**src/rtl/pseq_pkg.sv**
```systemverilog
package pseq_pkg;
  localparam int INSTR_W = 13;
  localparam int SHORT_W = 10;
  localparam int NIB_W   = 4;

  typedef enum logic [2:0] {
    OP_SEQ,
    OP_CALL,
    OP_JUMP,
    OP_RETL,
    OP_LCALL_PRE,
    OP_LJMP_PRE
  } op_e;
endpackage

```
**src/rtl/pseq_decode.sv**
```systemverilog
module pseq_decode
  import pseq_pkg::*;
(
  input  logic [INSTR_W-1:0] word,
  output op_e                op
);
  always_comb begin
    op = OP_SEQ;
    if (word[12:10] == 3'b100)      op = OP_CALL;
    else if (word[12:10] == 3'b101) op = OP_JUMP;
    else if (word[12:8] == 5'b11100) op = OP_RETL;
    else if (word[12:4] == 9'h1EA)  op = OP_LCALL_PRE;
    else if (word[12:4] == 9'h1EB)  op = OP_LJMP_PRE;
  end
endmodule

```
**src/rtl/pseq_target.sv**
```systemverilog
module pseq_target
  import pseq_pkg::*;
#(
  parameter int PAGE_W = 3
) (
  input  logic [PAGE_W-1:0]          page,
  input  logic [INSTR_W-1:0]         word,
  input  logic [NIB_W-1:0]           nib,
  output logic [PAGE_W+SHORT_W-1:0]  short_tgt,
  output logic [PAGE_W+SHORT_W-1:0]  long_tgt
);
  localparam int AW    = PAGE_W + SHORT_W;
  localparam int LOW_W = AW - NIB_W;

  always_comb begin
    short_tgt = {page, word[SHORT_W-1:0]};
    long_tgt  = {nib, word[LOW_W-1:0]};
  end
endmodule

```
**src/rtl/pseq_stack.sv**
```systemverilog
module pseq_stack #(
  parameter int AW    = 13,
  parameter int DEPTH = 8
) (
  input  logic          clk,
  input  logic          rst,
  input  logic          push,
  input  logic          pop,
  input  logic [AW-1:0] push_val,
  output logic [AW-1:0] top_val,
  output logic          ovf
);
  localparam int PW = (DEPTH > 1) ? $clog2(DEPTH) : 1;
  localparam int CW = $clog2(DEPTH + 1);

  logic [AW-1:0] mem [DEPTH];
  logic [PW-1:0] sp_q;
  logic [CW-1:0] cnt_q;
  logic [PW-1:0] sp_top;

  function automatic logic [PW-1:0] wrap_inc(input logic [PW-1:0] p);
    return (p == PW'(DEPTH - 1)) ? '0 : p + 1'b1;
  endfunction

  function automatic logic [PW-1:0] wrap_dec(input logic [PW-1:0] p);
    return (p == '0) ? PW'(DEPTH - 1) : p - 1'b1;
  endfunction

  assign sp_top  = wrap_dec(sp_q);
  assign top_val = mem[sp_top];

  always_ff @(posedge clk) begin
    if (push) mem[sp_q] <= push_val;
  end

  always_ff @(posedge clk) begin
    if (rst) begin
      sp_q  <= '0;
      cnt_q <= '0;
      ovf   <= 1'b0;
    end else if (push) begin
      sp_q <= wrap_inc(sp_q);
      if (cnt_q == CW'(DEPTH)) ovf <= 1'b1;
      else                     cnt_q <= cnt_q + 1'b1;
    end else if (pop) begin
      sp_q <= sp_top;
      if (cnt_q != '0) cnt_q <= cnt_q - 1'b1;
    end
  end
endmodule

```
**src/rtl/pseq_top.sv**
```systemverilog
module pseq_top
  import pseq_pkg::*;
#(
  parameter int PAGE_W = 3,
  parameter int DEPTH  = 8
) (
  input  logic                       clk,
  input  logic                       rst,
  input  logic [INSTR_W-1:0]         instr,
  input  logic                       skip_req,
  input  logic [PAGE_W-1:0]          page,
  output logic [PAGE_W+SHORT_W-1:0]  fetch_addr,
  output logic                       stk_ovf
);
  localparam int AW = PAGE_W + SHORT_W;

  op_e            op;
  logic [AW-1:0]  pc_q, pc_d, short_tgt, long_tgt, top_val, push_val;
  logic           second_q, second_d, lcall_q, lcall_d;
  logic [NIB_W-1:0] nib_q, nib_d;
  logic           push, pop, is_pre;

  pseq_decode u_dec (.word(instr), .op(op));

  pseq_target #(.PAGE_W(PAGE_W)) u_tgt (
    .page(page), .word(instr), .nib(nib_q),
    .short_tgt(short_tgt), .long_tgt(long_tgt)
  );

  pseq_stack #(.AW(AW), .DEPTH(DEPTH)) u_stk (
    .clk(clk), .rst(rst), .push(push), .pop(pop),
    .push_val(push_val), .top_val(top_val), .ovf(stk_ovf)
  );

  assign is_pre   = (op == OP_LCALL_PRE) || (op == OP_LJMP_PRE);
  assign push_val = pc_q + 1'b1;

  always_comb begin
    pc_d     = pc_q + 1'b1;
    push     = 1'b0;
    pop      = 1'b0;
    second_d = 1'b0;
    lcall_d  = lcall_q;
    nib_d    = nib_q;
    if (second_q) begin
      pc_d = long_tgt;
      push = lcall_q;
    end else if (skip_req) begin
      pc_d = is_pre ? pc_q + AW'(2) : pc_q + 1'b1;
    end else begin
      case (op)
        OP_CALL: begin
          pc_d = short_tgt;
          push = 1'b1;
        end
        OP_JUMP: pc_d = short_tgt;
        OP_RETL: begin
          pc_d = top_val;
          pop  = 1'b1;
        end
        OP_LCALL_PRE, OP_LJMP_PRE: begin
          second_d = 1'b1;
          lcall_d  = (op == OP_LCALL_PRE);
          nib_d    = instr[NIB_W-1:0];
        end
        default: ;
      endcase
    end
  end

  always_ff @(posedge clk) begin
    if (rst) begin
      pc_q     <= '0;
      second_q <= 1'b0;
      lcall_q  <= 1'b0;
      nib_q    <= '0;
    end else begin
      pc_q     <= pc_d;
      second_q <= second_d;
      lcall_q  <= lcall_d;
      nib_q    <= nib_d;
    end
  end

  assign fetch_addr = pc_q;
endmodule

```
**config.mk**
```make
export PLATFORM = sky130hd
export DESIGN_NAME = pseq_top
export DESIGN_NICKNAME = d
export VERILOG_FILES = /design/src/rtl/pseq_pkg.sv /design/src/rtl/pseq_decode.sv /design/src/rtl/pseq_target.sv /design/src/rtl/pseq_stack.sv /design/src/rtl/pseq_top.sv
export SDC_FILE = /design/constraint.sdc
export NUM_CORES = 1
export LEC_CHECK = 0
export ABC_AREA = 1
export CORE_MARGIN = 2
export CORE_UTILIZATION = 45
export CTS_CLUSTER_SIZE = 24
export DETAILED_ROUTE_END_ITERATION = 12
export PLACE_DENSITY = 0.66
export SLEW_MARGIN = 10
export SYNTH_ARGS = -nofsm -noshare
export SYNTH_HDL_FRONTEND = slang
export SYNTH_HIERARCHICAL = 1
export SYNTH_SLANG_ARGS = --single-unit
```
**constraint.sdc**
```tcl
create_clock -name clk -period 4 [get_ports clk]
set_input_delay 0.8 -clock clk [delete_from_list [all_inputs] [get_ports clk]]
set_output_delay 0.8 -clock clk [all_outputs]
set_load 0.005 [all_outputs]
```
# Yosys cells after proc, flatten, opt, wreduce, memory -nomap -nowiden
# Memory sizes are Yosys's and may differ from the RTL's.
# Cells that the tools add are included.
[word_totals] register_bits=27 ram_bits=104 wordCells=66 n_memories=1 output_inout_bits=14 in_bits=19
[memory_table] memory="u_stk.mem" words=8 width=13 read_ports=1 rd_ports_with_merged_regs=0 wr=1 line="pseq_stack.sv:16" source="logic [AW-1:0] mem [DEPTH];"
[op_classes] reduce_logical=11 eq_ne=13 mux=26 n_bitwise=2 addsub=6
[ops] cell="13-bit two-way mux" n=3
[ops] cell="3-bit two-way mux" n=9
[ops] cell="13-bit one-hot mux with 2 select lines" n=1
[ops] cell="9-bit == test (second input constant)" n=2
[ops] cell="4-bit two-way mux" n=4
[ops] cell="3-bit == test (second input constant)" n=5
[ops] cell="13-bit by 1-bit adder with 13-bit output (second input constant)" n=1
[ops] cell="13-bit by 2-bit adder with 13-bit output (second input constant)" n=1
[ops] cell="1-bit two-way mux" n=9
[ops] cell="3-bit by 2-bit == test with 1-bit output (second input constant)" n=2
[ops] cell="3-bit AND reduction" n=2
[ops] cell="5-bit == test (second input constant)" n=1
[ops] cell="4-bit by 1-bit adder with 4-bit output (second input constant)" n=1
[ops] cell="4-bit == test (second input constant)" n=1
[ops] cell="2-bit nonzero test" n=2
[ops] cell="4-bit nonzero test" n=1
[ops] cell="2-bit OR reduction" n=2
[ops] cell="4-bit by 1-bit subtractor with 4-bit output (second input constant)" n=1
[ops] cell="3-bit by 1-bit adder with 3-bit output (second input constant)" n=1
[ops] cell="3-bit by 1-bit == test with 1-bit output (second input constant)" n=1
[ops] cell="3-bit zero test" n=1
[ops] cell="3-bit OR reduction" n=1
[ops] cell="3-bit by 1-bit subtractor with 3-bit output (second input constant)" n=1
[ops] cell="2-bit inequality test (second input constant)" n=1
[ops] cell="3 further kinds" n=4

# Longest topological paths before layout
# Gate-level depths: netlist (run 1).
[logic_depth] ltp_word=12 mapped_depth=21 mapped_depth_nobuf=19

# By module
# Netlist (run 1), hierarchy kept.
[by_module_without_submodules] mod="pseq_stack" instances=1 seq_area_each_um2=3283.1 cells_per_inst=468 area_each_um2=4843.4
[by_module_without_submodules] mod="pseq_top" instances=1 seq_area_each_um2=380.4 cells_per_inst=295 area_each_um2=1696.6
[by_module_without_submodules] mod="pseq_target" instances=1 seq_area_each_um2=0.0 cells_per_inst=26 area_each_um2=195.2
[by_module_without_submodules] mod="pseq_decode" instances=1 seq_area_each_um2=0.0 cells_per_inst=18 area_each_um2=86.3

# Least setup slack after synthesis (run 1)
# OpenSTA, ideal clock, no wires.
[synth_timing] path_type="input to register" from="in instr[8]" to="mem u_stk.mem[1][0] (enable)" stages=10 setup_slack_ns=1.194 path_buffers=1 arrival_time_ns=2.423 path_cell_list="inv_1 nand2_1 nor2_1 nand3_1 nand3_1 inv_1 o41ai_1 clkbuf_2 nand2_1 nor2_1"
[synth_between] elab_chain_cells=12
[synth_lines] item="start, declared" line="pseq_top.sv:9" source="input logic [INSTR_W-1:0] instr,"
[synth_lines] item="9-bit == test" line="pseq_decode.sv:13" source="else if (word[12:4] == 9'h1EB) op = OP_LJMP_PRE;"
[synth_lines] item="3-bit two-way mux" line="pseq_decode.sv:13"
[synth_lines] item="3-bit two-way mux" line="pseq_decode.sv:12" source="else if (word[12:4] == 9'h1EA) op = OP_LCALL_PRE;"
[synth_lines] item="3-bit two-way mux (*)" line="pseq_decode.sv:11" source="else if (word[12:8] == 5'b11100) op = OP_RETL;"
[synth_lines] item="3-bit two-way mux (*)" line="pseq_decode.sv:10" source="else if (word[12:10] == 3'b101) op = OP_JUMP;"
[synth_lines] item="3-bit two-way mux (*)" line="pseq_decode.sv:9" source="if (word[12:10] == 3'b100) op = OP_CALL;"
[synth_lines] item="via op[0]" line="pseq_top.sv:17" source="op_e op;"
[synth_lines] item="3-bit by 1-bit == test with 1-bit output (*)" line="pseq_top.sv:51" source="case (op)"
[synth_lines] item="1-bit two-way mux (*)" line="pseq_top.sv:51"
[synth_lines] item="1-bit two-way mux (*)" line="pseq_top.sv:48" source="end else if (skip_req) begin"
[synth_lines] item="1-bit two-way mux (*)" line="pseq_top.sv:45" source="if (second_q) begin"
[synth_lines] item="via push" line="pseq_top.sv:21" source="logic push, pop, is_pre;"
[synth_lines] item="1-bit two-way mux (*)" line="pseq_stack.sv:33" source="if (push) mem[sp_q] <= push_val;"
[synth_lines] item="1-bit two-way mux (implied by the code) (*)" line="pseq_stack.sv:33"
[synth_lines] item="end, declared" line="pseq_stack.sv:16"
# Mark *: on every way through the listed nets, which the timed path passes. The rest lies on a longest branch.

# Final worst setup path (run 1)
[layout_timing] from="reg u_stk.sp_q[0]" to="reg pc_q[11], in the netlist fetch_addr[11]"
[layout_between] elab_chain_cells=6
[layout_lines] item="start, declared" line="pseq_stack.sv:17" source="logic [PW-1:0] sp_q;"
[layout_lines] item="start signal, assigned" line="pseq_stack.sv:42" source="sp_q <= wrap_inc(sp_q);"
[layout_lines] item="start signal, assigned" line="pseq_stack.sv:46" source="sp_q <= sp_top;"
[layout_lines] item="3-bit by 1-bit subtractor with 3-bit output or 3-bit zero test (tied branches)" line="pseq_stack.sv:26" source="return (p == '0) ? PW'(DEPTH - 1) : p - 1'b1;"
[layout_lines] item="3-bit two-way mux (*)" line="pseq_stack.sv:26"
[layout_lines] item="memory read 8 x 13 bit (*)"
[layout_lines] item="via top_val[11]" line="pseq_top.sv:18" source="logic [AW-1:0] pc_q, pc_d, short_tgt, long_tgt, top_val, push_val;"
[layout_lines] item="13-bit one-hot mux with 2 select lines (*)" line="pseq_top.sv:51"
[layout_lines] item="13-bit two-way mux (*)" line="pseq_top.sv:48"
[layout_lines] item="13-bit two-way mux (*)" line="pseq_top.sv:45"
[layout_lines] item="end signal, assigned" line="pseq_top.sv:78" source="pc_q <= pc_d;"
[layout_lines] item="end, declared" line="pseq_top.sv:18"
# Marks and branches as above.
# A chain may end at the register's enable or synchronous reset.

==> summary.md, run 1 <==
| Metric | Value |
|---|---|
| Slew margin rel. | `0.409` |
| Max Cap Viol | `0` |
| Grt ovf | `0` |
| CTS tree | `yes` |
| Top Layer Used | `met4` |
| DP Wirelength | `10.8 mm` |
| Sink Count | `131` |
| Hold Crit Start | `u_stk/ovf` |
| Slowest CP cell | `nand2_2` |
| Synthesized Nets | `835` |
| Setup bufs post-CTS | `0` |
| Die area | `16,200 um2` |
| Root Driver | `clkbuf_16` |
| Fin crit share | `0.780` |
| CP required | `4.29 ns` |
| Commonest cells after routing, fill and taps aside | `nand2_1 (271), edfxtp_1 (104), nor2_1 (85)` |
| Arr. time, crit path | `3.40 ns` |
| RSZ-0062 raised after global routing | `no` |
| F_max | `0.321 GHz` |
| Register area | `3660 um2` |
| Share of the synthesized area in the top cell type | `0.458` |
| Drt wl/cell | `16.0 um` |
| DRT iter0 DRCs | `459` |
| Worst slew pin tran | `0.884 ns` |
| Layout cells sized above 1 | `0.0837` |
| Crit-path max FO | `44` |
| Row cnt | `45` |
| VDD IR max | `0.290 mV` |
| Seq/Total Area, Yosys | `0.537` |
| First-pass GRT wire length | `26.0 mm` |
| Outcome | `complete, no violations` |
| Vias in the first global route | `4,874` |
| Static leakage | `3.33 nW` |
| Drt pass-1 iters | `5` |
| Initial antenna violation count | `0` |
| Die W | `127 um` |
| Warnings, synthesis | `6` |
| Met2 wire length | `7.76 mm` |
| Gate Count Post-Synth | `807` |
| Hold Fails Final Rpt | `0` |
| Crit path top cell by count | `nand2_1` |
| Slew Limit Fails | `0` |
| GRT Util Overall | `0.211` |
| Largest net degree at the start of global routing | `47` |
| Core Box Area | `15,000 um2` |
| Total wire length | `16.4 mm` |
| Reg-to-reg startpoint | `u_stk/sp_q[0]` |
| Post-Synth Simple-Gate Area | `0.281` |
| Synth unique cells | `39` |
| Most used DFF post-synth | `edfxtp_1` |
| Buffers on Ports | `32` |
| Crit-path cells | `inv_2, ha_1, ha_1, inv_1, nand2_2, nand2_1, nand3_1, o21ai_1, nand2_1, nand2_1, nand2_1, nand2_1, a22oi_1, nand2_1, nor2_1, nor2_1` |
| Compound-Gate Fraction of Synth Area | `0.0556` |
| Initial Util | `0.454` |
| Worst-path clk slew | `0.06 ns` |
| Num CTS Buffers | `17` |
| Area of the multi-input gates | `2490 um2` |
| Final setup vio count | `0` |
| DR WL met3 | `1.11 mm` |
| Vias | `5,259` |
| Mux cell area share after synthesis | `0` |
| PwrDens | `432 nW/um2` |
| Adder-Cell Fraction of Synth Area | `0.0176` |
| Vert. Die Dim | `127 um` |
| # DRC | `0` |
| Worst setup SP type | `register` |
| CP Launch Point | `u_stk/sp_q[0]` |
| GPL Wtd Cong | `0.939` |
| Synth area leaders | `edfxtp_1 (46%), nand2_1 (15%), dfxtp_1 (7.9%), nand3_1 (4.8%), nor2_1 (4.7%)` |
| Antenna fix cells | `0` |
| Final Skew | `0.00846 ns` |
| Fillers | `1,362` |
| Asr flop ratio synth | `0` |
| Crit-path max cell delay | `0.63 ns` |
| Min Tclk post-route | `3.12 ns` |
| Post-Route M1 WL | `7.14 mm` |
| Crit end category | `register` |
| Syn Std Cell Area | `6820 um2` |
| Final antenna-violating net count | `0` |
| Register bit total from synthesis | `131` |
| Leading cell type in the layout, fill and taps excluded | `nand2_1` |
| Cell taking the most area after synthesis | `edfxtp_1` |
| Worst-skew pair later-pin latency | `0.41 ns` |
| Largest family of logic cells by synthesized area | `simple AND/OR/NAND/NOR gates` |
| Longest Clk Path Bufs | `2` |
| Post-synth EDFFs | `104` |
| Finished Core Util | `0.515` |
| Post-Synth XOR/XNOR Area | `0.0114` |
| Syn_area_per_cell | `8.45 um2` |
| Final Net Count | `851` |
| Critical path type | `reg -> reg` |
| Area Overhead vs Synth | `13.6%` |
| Hold Crit Class | `reg -> reg` |
| IO Pins | `33` |
| Post-CTS sizing | `0` |
| CTS H-tree depth | `4` |
| Drt via density | `5.14` |
| Fin Setup TNS | `0 ns` |
| Hold buffer count at cts | `0` |
synth_stat cells, types with 2 or more instances:
master	n
edfxtp_1	104
ha_1	8
clkbuf_1	6
nand2_1	271
a21oi_1	14
nor2_8	2
a21boi_1	2
a22o_1	4
dfxtp_1	27
inv_1	83
nor2_2	5
nand3_1	65
inv_2	5
xor2_1	6
nor2_4	3
nand4_1	5
nor2_1	85
a22oi_1	2
nor3_1	4
buf_4	34
o21ai_0	32
nand2_2	9
buf_2	6
o21ai_1	9
buf_6	2
worst max-delay path, delay by kind of cell (launching register included):
family | cells | cell delay, ns
and+or+nand+nor | 10 | 1.41
adders and majority gates | 2 | 0.51
DFF | 1 | 0.39
buffers and inverters | 2 | 0.45
AOI/OAI and AO/OA | 2 | 0.22
per-stage QoR:
stage                     setup WS [ns]  power, mW  cell area (um2)  hold WS, ns  instances
after floorplan                    1.19       1.70             6820        0.464        807
after global placement            0.571       1.79             7150        0.467        992
after detailed placement          0.541       1.79             7150        0.454        992
after CTS                         0.848       3.36             7750        0.481       1024
after global routing              0.545       3.45             7750        0.497       1024
final                             0.882       3.34             7750        0.481       1024
state kept, by name, indices dropped and copies added (netlist names):
name and flops:
u_stk/cnt_q 4, lcall_q 1, second_q 1, nib_q 4
fetch_addr 13, u_stk/ovf 1, u_stk/mem 104, u_stk/sp_q 3
cell type report:
class                           count  share of cell area
Sequential cell                   131               0.473
Multi-Input combinational cell    539               0.322
Clock buffer                       20              0.0564
Timing Repair Buffer               46              0.0549
Inverter                           88              0.0426
Tap cell                          188              0.0304
Clock inverter                     12              0.0210
logic make-up (layout without fill, tap and decap cells):
kind of cell,Yosys count,after routing
buffers and inverters,137,166
xor gates and xnor gates,8,8
adders and majority gates,9,9
AOI/OAI and AO/OA,68,68
and+or+nand+nor,454,454
DFF,131,131
path summary, 6_finish.rpt:
kind,slack [ns],cells after the start,to
min,0.48,1,u_stk/ovf
min reg2reg,0.48,1,u_stk/ovf
max,0.88,16,fetch_addr[11]
max reg2reg,0.88,16,fetch_addr[11]
routing by layer:
metal / track usage / vias to the layer above
met5: 0 / -
met4: 0.0827 / 0
met3: 0.0398 / 30
met2: 0.343 / 195
met1: 0.282 / 2423
li1: - / 2611
power by group:
part / leakage [nW] / switching [mW] / internal [mW]
clock: 0.290 / 0.545 / 1.03
sequential: 1.17 / 0.0182 / 1.49
combinational: 1.86 / 0.170 / 0.0875
(Power assumes the default switching activity.)
==> run 2: changes to the inputs <==
Clock period 4 ns to 3 ns, I/O delays scaled along.
==> run 2 against run 1 <==
Compared with the run above: cell count rose by 3.1%; worst setup slack got worse by 0.58 ns; power grew 38%; combinational power is 45% higher; first-iteration DRC count is 1.1% higher; sequential power is 33% higher; sequential share of layout area decreased by 2.0 points; clock power increased by 42%; routed wire length increased by 4.0%; fmax is 15% higher.
==> summary.md, run 2 (same netlist as run 1, synthesis figures left out) <==
| Metric | Value |
|---|---|
| Setup ws final | `0.298 ns` |
| Reg2reg path depth | `18` |
| Power Total | `4.63 mW` |
| Internal Power | `3.59 mW` |
| Drt via density | `5.10` |
| Vert. Die Dim | `127 um` |
| Sink Count | `131` |
| Hold Crit Class | `reg -> reg` |
| CP Launch Point | `u_stk/sp_q[0]` |
| Crit-path max cell delay | `0.47 ns` |
| PwrDens | `572 nW/um2` |
| Critical path type | `reg -> reg` |
| Hold Fails Final Rpt | `0` |
| Largest Register | `u_stk/mem` |
| Slowest CP cell | `dfxtp_1` |
| R2r endpoint | `fetch_addr[7]` |
| DP Wirelength | `11.6 mm` |
| Final setup vio count | `0` |
| Die W | `127 um` |
| Post-CTS sizing | `0` |
| Switching power | `1.03 mW` |
| Switching fraction of total power | `0.224` |
| Longest Clk Path Bufs | `2` |
| Static leakage | `3.51 nW` |
| Antenna fix cells | `0` |
| CP required | `3.32 ns` |
| Fin crit share | `0.901` |
| Commonest cells after routing, fill and taps aside | `nand2_1 (271), edfxtp_1 (104), nor2_1 (85)` |
| Reg2reg setup slack | `0.30 ns` |
| Max Cap Viol | `0` |
| Hold Crit Start | `u_stk/ovf` |
| Reg-to-reg startpoint | `u_stk/sp_q[0]` |
| Vias | `5,386` |
| Final antenna-violating net count | `0` |
| Worst-skew pair later-pin latency | `0.43 ns` |
| Crit-path cells | `inv_2, ha_1, ha_1, inv_1, nand2_2, buf_4, nand2_1, nand3_1, nand3_1, nand2_1, nand2_1, nand2_1, inv_1, nand2_1, nand2_1, nand3_1, nand2_1, inv_1` |
| Vias in the first global route | `5,012` |
| Arr. time, crit path | `3.02 ns` |
| Layout cells sized above 1 | `0.122` |
| Seq pwr share | `0.435` |
| Dpl ws | `-0.206 ns` |
| IO Pins | `33` |
| Post-route insts no fill | `1,056` |
| Outcome | `complete, no violations` |
| Worst-path clk slew | `0.06 ns` |
| DRT iter0 DRCs | `464` |
| Grt ovf | `0` |
| Fin Setup TNS | `0 ns` |
| Buffers on Ports | `32` |
| CTS tree | `yes` |
| Clock power frac | `0.485` |
| Min Tclk post-route | `2.70 ns` |
| Max reg flops | `104` |
| Root Driver | `clkbuf_16` |
| Buf/Inv on CP | `5` |
| GRT Util Overall | `0.221` |
| Hold Worst Slack | `0.479 ns` |
| Leading cell type in the layout, fill and taps excluded | `nand2_1` |
| First-pass GRT wire length | `26.9 mm` |
| Crit-path max FO | `25` |
| CTS H-tree depth | `4` |
| Slew margin rel. | `0.513` |
| Core Box Area | `15,000 um2` |
| Initial Util | `0.454` |
| Delay-heaviest family, CP | `simple AND/OR/NAND/NOR gates` |
| Row cnt | `45` |
| # DRC | `0` |
| Largest net degree at the start of global routing | `31` |
| VDD IR max | `0.452 mV` |
| Final Net Count | `883` |
| Levels on crit path | `18` |
| Setup crit end | `fetch_addr[7]` |
| RSZ-0062 raised after global routing | `no` |
| Worst setup SP type | `register` |
| Crit end category | `register` |
| Drt pass-1 iters | `5` |
| Final Skew | `0.00758 ns` |
| F_max | `0.370 GHz` |
| Setup bufs post-CTS | `0` |
| Slew Limit Fails | `0` |
| Num CTS Buffers | `17` |
| Worst slew pin tran | `0.729 ns` |
| Initial antenna violation count | `0` |
| Total wire length | `17.0 mm` |
| DP Cell Count | `1,024` |
| Drt wl/cell | `16.1 um` |
| Die area | `16,200 um2` |
| Hold buffer count at cts | `0` |
| Area Overhead vs Synth | `18.5%` |
| Gate power share | `0.081` |
| GPL Wtd Cong | `0.902` |
| Crit path top cell by count | `nand2_1` |
==> run 2: cell count changes in the layout (fill, tap and decap cells not counted), moves of 2 or more <==
| cell | before | now |
|---|---|---|
| clkbuf_1 | 3 | 1 |
| clkinvlp_4 | 1 | 3 |
| buf_4 | 14 | 42 |
| clkinv_4 | 1 | 3 |
| clkinv_2 | 3 | 1 |
| buf_12 | 0 | 4 |
==> run 2: worst min-delay path by stage <==
stage                      endpoint  cells past startpoint
final                     u_stk/ovf                      1
after global routing      u_stk/ovf                      1
after CTS                 u_stk/ovf                      1
after detailed placement  u_stk/ovf                      1
after global placement    u_stk/ovf                      1
after floorplan           u_stk/ovf                      1
==> run 2: cell type report <==
class                   count  area, um2
clock buffers              18        429
clock inverters            14        211
fillers                  1345       6950
inverters                  88        330
multi-input cells         539       2500
flip-flops and latches    131       3660
well taps                 188        235
repair buffers             78        716
==> run 2: worst register-to-register path: cells and delay by family (launching register included) <==
kind | cells | cell delay (ns)
simple gates | 11 | 1.08
fa+ha+maj | 2 | 0.47
buf+inv | 5 | 0.58
flops | 1 | 0.47
==> run 2: layer usage <==
layer	vias to the layer above	GRT usage	wire, um
met2	151	0.361	8170
li1	2672	-	-
met3	25	0.0456	874
met1	2538	0.290	7610
met4	0	0.0892	389
met5	-	0	0
==> run 2: stage by stage <==
step	util	cell area [um2]
5_1_grt	0.538	8090
6_report	0.538	8090
3_5_place_dp	0.495	7440
3_3_place_gp	0.495	7440
2_1_floorplan	-	6820
4_1_cts	0.537	8080
==> run 2: power groups by stage <==
stage	clock [mW]	combinational [mW]	sequential, mW
2_1_floorplan	0	0.226	2.04
3_3_place_gp	0	0.364	2.05
3_5_place_dp	0	0.367	2.05
4_1_cts	2.27	0.370	2.01
5_1_grt	2.35	0.410	2.01
6_report	2.24	0.373	2.01
==> run 3: changes to the inputs <==
Settings changed: CTS_CLUSTER_SIZE 24 to 14.
==> results of run 3 <==
No change in the layout: final DEF, timing and power equal those of run 2.
